--- src/rtl/bhs_pkg.sv ---
// Shared types for the halt-controlled bus cycle sequencer.
// Assumes: one outstanding core request at a time.
package bhs_pkg;
    typedef enum logic [1:0] {
        ST_IDLE = 2'd0,  // no external cycle; internal requests served here
        ST_ADDR = 2'd1,  // address phase, address strobe only
        ST_DATA = 2'd2,  // data phase, waiting for termination
        ST_HALT = 2'd3   // parked after halt+error, retry pending
    } bhs_state_t;
endpackage

--- src/rtl/bhs_attr_hold.sv ---
// Holds the attributes of the current or most recent external cycle.
// Loads only when a new cycle is launched, so a retry or a re-drive after
// a bus grant reuses exactly the same values.
module bhs_attr_hold #(
    parameter int ADDR_W = 24,
    parameter int DATA_W = 16,
    parameter int FC_W   = 3,
    parameter int SIZE_W = 2
) (
    input  logic              clk,
    input  logic              rst_n,
    input  logic              load,
    input  logic [ADDR_W-1:0] d_addr,
    input  logic [FC_W-1:0]   d_fc,
    input  logic [SIZE_W-1:0] d_size,
    input  logic              d_write,
    input  logic [DATA_W-1:0] d_wdata,
    output logic [ADDR_W-1:0] q_addr,
    output logic [FC_W-1:0]   q_fc,
    output logic [SIZE_W-1:0] q_size,
    output logic              q_read,
    output logic [DATA_W-1:0] q_wdata
);
    // Capture the request attributes at cycle launch, otherwise hold.
    always_ff @(posedge clk) begin
        if (!rst_n) begin
            q_addr  <= '0;
            q_fc    <= '0;
            q_size  <= '0;
            q_read  <= 1'b1;
            q_wdata <= '0;
        end else if (load) begin
            q_addr  <= d_addr;
            q_fc    <= d_fc;
            q_size  <= d_size;
            q_read  <= ~d_write;
            q_wdata <= d_wdata;
        end
    end
endmodule

--- src/rtl/bhs_ctrl.sv ---
// Cycle state machine: launches external cycles, samples termination,
// halt and bus error on the same edge, and parks for a retry.
// Assumes: grant_in is not raised in the middle of an external cycle.
module bhs_ctrl
    import bhs_pkg::*;
(
    input  logic       clk,
    input  logic       rst_n,
    input  logic       req_valid,
    input  logic       req_internal,
    input  logic       resp_busy,
    input  logic       halt_in,
    input  logic       berr_in,
    input  logic       ack_in,
    input  logic       grant_in,
    output bhs_state_t st_q,
    output logic       load,
    output logic       fin_ok,
    output logic       fin_err,
    output logic       int_take
);
    bhs_state_t st_nxt;

    // Next-state and one-shot event decode.
    always_comb begin
        st_nxt   = st_q;
        load     = 1'b0;
        fin_ok   = 1'b0;
        fin_err  = 1'b0;
        int_take = 1'b0;
        unique case (st_q)
            ST_IDLE: begin
                if (req_valid && !resp_busy) begin
                    if (req_internal) begin
                        int_take = 1'b1;
                    end else if (!halt_in && !grant_in) begin
                        load   = 1'b1;
                        st_nxt = ST_ADDR;
                    end
                end
            end
            ST_ADDR: st_nxt = ST_DATA;
            ST_DATA: begin
                if (berr_in) begin
                    if (halt_in) begin
                        st_nxt = ST_HALT;
                    end else begin
                        fin_err = 1'b1;
                        st_nxt  = ST_IDLE;
                    end
                end else if (ack_in) begin
                    fin_ok = 1'b1;
                    st_nxt = ST_IDLE;
                end
            end
            ST_HALT: begin
                if (!halt_in && !grant_in) st_nxt = ST_ADDR;
            end
            default: st_nxt = ST_IDLE;
        endcase
    end

    // State register.
    always_ff @(posedge clk) begin
        if (!rst_n) st_q <= ST_IDLE;
        else        st_q <= st_nxt;
    end

    // the address phase lasts exactly one clock.
    a_r2_addr_one_clock: assert property (@(posedge clk) disable iff (!rst_n)
        (st_q == ST_ADDR) |=> (st_q == ST_DATA));

    // a parked retry is left only towards a new address phase.
    a_r5_halt_exit_to_addr: assert property (@(posedge clk) disable iff (!rst_n)
        (st_q == ST_HALT) |=> (st_q == ST_HALT || st_q == ST_ADDR));
endmodule

--- src/rtl/bhs_resp.sv ---
// Response register towards the core: done and error pulses plus read data.
module bhs_resp #(
    parameter int DATA_W = 16
) (
    input  logic              clk,
    input  logic              rst_n,
    input  logic              fin_ok,
    input  logic              fin_err,
    input  logic              int_take,
    input  logic [DATA_W-1:0] int_rdata,
    input  logic [DATA_W-1:0] bus_data_in,
    output logic              rsp_done,
    output logic              rsp_err,
    output logic [DATA_W-1:0] rsp_rdata
);
    // Register the completion pulses and select the returned data.
    always_ff @(posedge clk) begin
        if (!rst_n) begin
            rsp_done  <= 1'b0;
            rsp_err   <= 1'b0;
            rsp_rdata <= '0;
        end else begin
            rsp_done <= fin_ok | int_take;
            rsp_err  <= fin_err;
            if (int_take)    rsp_rdata <= int_rdata;
            else if (fin_ok) rsp_rdata <= bus_data_in;
        end
    end

    // an error pulse lasts a single cycle.
    a_r7_err_single: assert property (@(posedge clk) disable iff (!rst_n)
        rsp_err |=> !rsp_err);

    // done and error never coincide.
    a_r8_done_err_exclusive: assert property (@(posedge clk) disable iff (!rst_n)
        !(rsp_done && rsp_err));
endmodule

--- src/rtl/bus_halt_sequencer.sv ---
// Top level of the halt-controlled external bus cycle sequencer.
// Ties the state machine, the attribute holder and the response register
// together and forms the strobes and drive enables from the cycle state.
// Assumes: the core holds a request until rsp_done or rsp_err pulses.
module bus_halt_sequencer
    import bhs_pkg::*;
#(
    parameter int ADDR_W = 24,
    parameter int DATA_W = 16,
    parameter int FC_W   = 3,
    parameter int SIZE_W = 2
) (
    input  logic              clk,
    input  logic              rst_n,
    input  logic              req_valid,
    input  logic              req_internal,
    input  logic              req_write,
    input  logic [ADDR_W-1:0] req_addr,
    input  logic [FC_W-1:0]   req_fc,
    input  logic [SIZE_W-1:0] req_size,
    input  logic [DATA_W-1:0] req_wdata,
    input  logic [DATA_W-1:0] int_rdata,
    output logic              rsp_done,
    output logic              rsp_err,
    output logic [DATA_W-1:0] rsp_rdata,
    input  logic              halt_in,
    input  logic              berr_in,
    input  logic              ack_in,
    input  logic              grant_in,
    input  logic [DATA_W-1:0] bus_data_in,
    output logic [ADDR_W-1:0] bus_addr,
    output logic [FC_W-1:0]   bus_fc,
    output logic [SIZE_W-1:0] bus_size,
    output logic              bus_read,
    output logic              addr_oe,
    output logic [DATA_W-1:0] bus_data_out,
    output logic              data_oe,
    output logic              as_o,
    output logic              ds_o
);
    bhs_state_t st_q;
    logic       load, fin_ok, fin_err, int_take;

    bhs_ctrl u_ctrl (
        .clk          (clk),
        .rst_n        (rst_n),
        .req_valid    (req_valid),
        .req_internal (req_internal),
        .resp_busy    (rsp_done | rsp_err),
        .halt_in      (halt_in),
        .berr_in      (berr_in),
        .ack_in       (ack_in),
        .grant_in     (grant_in),
        .st_q         (st_q),
        .load         (load),
        .fin_ok       (fin_ok),
        .fin_err      (fin_err),
        .int_take     (int_take)
    );

    bhs_attr_hold #(
        .ADDR_W (ADDR_W),
        .DATA_W (DATA_W),
        .FC_W   (FC_W),
        .SIZE_W (SIZE_W)
    ) u_hold (
        .clk     (clk),
        .rst_n   (rst_n),
        .load    (load),
        .d_addr  (req_addr),
        .d_fc    (req_fc),
        .d_size  (req_size),
        .d_write (req_write),
        .d_wdata (req_wdata),
        .q_addr  (bus_addr),
        .q_fc    (bus_fc),
        .q_size  (bus_size),
        .q_read  (bus_read),
        .q_wdata (bus_data_out)
    );

    bhs_resp #(
        .DATA_W (DATA_W)
    ) u_resp (
        .clk         (clk),
        .rst_n       (rst_n),
        .fin_ok      (fin_ok),
        .fin_err     (fin_err),
        .int_take    (int_take),
        .int_rdata   (int_rdata),
        .bus_data_in (bus_data_in),
        .rsp_done    (rsp_done),
        .rsp_err     (rsp_err),
        .rsp_rdata   (rsp_rdata)
    );

    // Strobes and drive enables follow the cycle phase and bus ownership.
    always_comb begin
        as_o    = (st_q == ST_ADDR) || (st_q == ST_DATA);
        ds_o    = (st_q == ST_DATA);
        data_oe = as_o && !bus_read;
        addr_oe = !grant_in;
    end

    // a termination under halt leaves the bus quiet on the next clock.
    a_r3_quiet_after_halt: assert property (@(posedge clk) disable iff (!rst_n)
        (ds_o && halt_in && (ack_in || berr_in)) |=> (!as_o && !ds_o && !data_oe));

    // attribute lines move only when a new cycle's strobe rises.
    a_r4_attrs_steady: assert property (@(posedge clk) disable iff (!rst_n)
        !$stable({bus_addr, bus_fc, bus_size, bus_read}) |-> $rose(as_o));

    // halt with bus error reports nothing to the core.
    a_r5_retry_silent: assert property (@(posedge clk) disable iff (!rst_n)
        (ds_o && halt_in && berr_in) |=> (!rsp_done && !rsp_err));

    // a cycle starts only from a released, owned bus.
    a_r6_launch_released: assert property (@(posedge clk) disable iff (!rst_n)
        $rose(as_o) |-> $past(!halt_in && !grant_in));

    // bus error without halt is reported as an error pulse.
    a_r7_err_reported: assert property (@(posedge clk) disable iff (!rst_n)
        (ds_o && !halt_in && berr_in) |=> (rsp_err && !as_o));

    // an internal completion never comes with an external strobe.
    a_r1_internal_no_strobe: assert property (@(posedge clk) disable iff (!rst_n)
        (rsp_done && !$past(ds_o)) |-> !as_o);
endmodule

--- config.mk ---
export PLATFORM = sky130hd
export DESIGN_NAME = bus_halt_sequencer
export DESIGN_NICKNAME = d
export VERILOG_FILES = /design/src/rtl/bhs_pkg.sv /design/src/rtl/bhs_attr_hold.sv /design/src/rtl/bhs_ctrl.sv /design/src/rtl/bhs_resp.sv /design/src/rtl/bus_halt_sequencer.sv
export SDC_FILE = /design/constraint.sdc
export NUM_CORES = 1
export LEC_CHECK = 0
export BUFFER_PORTS_ARGS = -buffer_cell sky130_fd_sc_hd__buf_4
export CAP_MARGIN = 20
export CORE_MARGIN = 4
export CORE_UTILIZATION = 40
export CTS_CLUSTER_SIZE = 14
export DETAILED_ROUTE_END_ITERATION = 7
export PLACE_DENSITY = 0.76
export SYNTH_ARGS = -nofsm -noshare
export SYNTH_HDL_FRONTEND = slang
export SYNTH_SLANG_ARGS = --single-unit
--- constraint.sdc ---
create_clock -name clk -period 1.4 [get_ports clk]
set_input_delay 0.28 -clock clk [delete_from_list [all_inputs] [get_ports clk]]
set_output_delay 0.28 -clock clk [all_outputs]
set_load 0.01 [all_outputs]
==> metrics <==
result of the run=finished with violations; violations in the final reports=negative setup slack; most used standard cells in the synthesized netlist=66 x sky130_fd_sc_hd__dfxtp_1, 47 x sky130_fd_sc_hd__o21ai_0, 45 x sky130_fd_sc_hd__nand3_1; vias in the first global route=approximately 3100; die extent in x=92.45 um; Yosys cell types=30; most repeated cell in the gate-level netlist after synthesis=sky130_fd_sc_hd__dfxtp_1; wire length of the first global-routing pass=approximately 15000 um; count of port buffers added during placement=approximately 150; total nets after synthesis=roughly 400; Clk Latency, worst-skew pair=roughly 0.35 ns; estimated wirelength of the detail-placed design=6477 um; total number of vias=approximately 3400; number of clock sinks seen by CTS=66; routed wirelength normalized by instance count=21.51 um; final critical path time including I/O delays and setup=1.549 ns; met3 WL post-DR=about 930 um; die extent in y=between 90 and 100 um; final estimated routing congestion in global placement=about 0.84; Post-Synthesis Mean Instance Area=9.143 um2; first drt pass iteration count=4; core outline area=6869 um2; Max-Slew Margin vs Limit=between 60% and 70%; TritonCTS buffer count=9; minimum setup slack among reg-to-reg paths=-0.14 ns; number of pins with negative max-slew slack in the final report=0; Placement Cell Area=4272 um2; netlist area before placement=2853 um2; total number of H-tree levels=3; fraction of the cycle the final worst path needs=110.7%; aggregate global routing overflow=0; count of hold buffers inserted by post-cts repair=0; total negative slack for setup checks=-3.603 ns; data required time at the worst endpoint=~1.1 ns; dominant cells by area after synthesis=sky130_fd_sc_hd__dfxtp_1 46%, sky130_fd_sc_hd__a21boi_0 11%, sky130_fd_sc_hd__o21ai_0 8.2%; post-route standard cell area excluding fillers=5439 um2; M1 wire length=4761 um; Peak Freq=approximately 650 MHz; Hold Vio Cnt, Final=0; Yosys warnings=0; arrival time of the worst setup path=1.27 ns; final layout net count=around 580; Post-Route Skew=roughly 0.008 ns; areal power density over the cells=about 970 nW/um2; number of synthesized register bits=66; total die area=8547 um2; total instance count after detailed placement=approximately 550; share of flip-flops with an asynchronous set or reset=0%; number of non-filler instances in the completed layout=just under 600; slew of the pin with the lowest slew margin=~0.45 ns; CTS tree=yes; maximum ir drop on the vdd rail=slightly below 0.6 mV; clk buf depth=2; pin count of the biggest net entering global routing=46; Synth Instances=~310; remaining antenna violation count after routing=0; Routed met2 length=around 6400 um; drt total wl=approximately 13000 um; number of inserted diodes=0; final routed DRC violation total=0; Max-cap violations=0; CP max FO=2; dominant register cell in the synthesized netlist=sky130_fd_sc_hd__dfxtp_1; number of enable flip-flop cells after synthesis=0; final hold slack=between 0.15 and 0.2 ns; Placement Setup Slack=-0.1642 ns; number of placement rows=30; area added between synthesis and finish=90.66%; IO Count=~150; Core Util, Final=between 70% and 80%; total of fill cells in the finished design=around 440; worst setup path class=flop to output port; root buf cell=sky130_fd_sc_hd__clkbuf_8; layout cell share with drive strength beyond 1=around 64%; min-delay worst type=primary input to flop; Total Power Consumption=5.277 mW; crit path capture type=output port; area share of the leading cell type in the synthesized netlist=between 40 and 50%; cell taking the most area after synthesis=sky130_fd_sc_hd__dfxtp_1; leak pwr=2.191 nW; Initial Utilization=between 40% and 50%; min setup slack post-route=-0.1495 ns; crit path launch type=flop; sequential share of the synthesized area=46.32%; DRC marker count from the first detailed-route iteration=201; max layer used=met4; Clock transition at path regs=roughly 0.070 ns; GRT Util Overall=between 20% and 30%; number of vias per cell=5.746; antenna violations before repair=0; RSZ-0062 raised after global routing=yes; total of endpoints with negative setup slack in the final report=between 60 and 70
-- final cells by class --
| cell class | instances | area [um2] | area share (%) |
|---|---|---|---|
| inverters | 5 | 23.77 | 0.4371 |
| clock buffers | 9 | 123.9 | 2.277 |
| repair buffers | 201 | 1854 | 34.09 |
| flip-flops and latches | 66 | 1326 | 24.38 |
| clock inverters | 7 | 141.4 | 2.599 |
| multi-input cells | 210 | 1849 | 34.00 |
| well taps | 96 | 120.1 | 2.208 |
-- critical path, cell delays in order (launching register included) --
cell	delay, ns
sky130_fd_sc_hd__dfxtp_2	0.36
sky130_fd_sc_hd__inv_4	0.06
sky130_fd_sc_hd__ha_4	0.27
sky130_fd_sc_hd__inv_4	0.05
sky130_fd_sc_hd__nor2_4	0.08
sky130_fd_sc_hd__buf_6	0.11
-- logic make-up (layout without fill, tap and decap cells) --
group | count (synthesis) | in the layout | share of synthesized area, %
adders and majority gates | 3 | 3 | 1.316
AOI/OAI and AO/OA | 128 | 128 | 28.38
muxes | 18 | 18 | 6.316
buffers and inverters | 37 | 222 | 5.746
and+or+nand+nor | 60 | 61 | 11.93
DFF | 66 | 66 | 46.32
-- layer usage --
layer	up-vias	track usage, %
li1	1524	-
met1	1662	26.83
met2	180	39.58
met3	47	4.062
met4	0	11.76
met5	-	0
-- placed cells by master, fill, tap and decap left out, types with 8 or more instances in the layout --
cell type,count
sky130_fd_sc_hd__a21boi_1,36
sky130_fd_sc_hd__a21boi_2,9
sky130_fd_sc_hd__a21oi_1,17
sky130_fd_sc_hd__buf_12,10
sky130_fd_sc_hd__buf_4,167
sky130_fd_sc_hd__buf_6,14
sky130_fd_sc_hd__clkbuf_16,8
sky130_fd_sc_hd__clkbuf_8,9
sky130_fd_sc_hd__dfxtp_1,62
sky130_fd_sc_hd__mux2i_1,15
sky130_fd_sc_hd__nand3_1,17
sky130_fd_sc_hd__nand3_2,25
sky130_fd_sc_hd__o21ai_2,42
sky130_fd_sc_hd__o31ai_1,15
-- flip-flops by register name, indices dropped and copies added (netlist names) --
signal            flops
u_hold.q_wdata       16
u_hold.q_addr        24
u_hold.q_fc           3
u_resp.rsp_rdata     16
u_ctrl.st_q           2
u_hold.q_size         2
u_hold.q_read         1
u_resp.rsp_err        1
u_resp.rsp_done       1
-- report_power, final --
| group | leakage (nW) | total (mW) | internal, mW | switching, mW |
|---|---|---|---|---|
| Sequential | 0.538 | 1.99 | 1.94 | 0.0467 |
| Combinational | 1.52 | 1.13 | 0.594 | 0.540 |
| Clock | 0.129 | 2.15 | 1.36 | 0.791 |
| Total | 2.19 | 5.28 | 3.90 | 1.38 |
-- final timing paths --
path                    startpoint                  end  cells after the start
setup / recovery    u_ctrl.st_q[0]              data_oe                      5
hold / removal           req_write        u_hold.q_read                      2
setup reg to reg    u_ctrl.st_q[0]  u_resp.rsp_rdata[2]                      6
hold reg to reg   u_hold.q_addr[6]     u_hold.q_addr[6]                      2
-- what timing repair did --
item,in CTS,in global routing
cloned,4,12
buffers inserted,4,6
endpoints found under the setup margin,57,68
resized for setup,44,172
pin swaps,3,79
No activity file was read; power rests on OpenSTA's default activity.
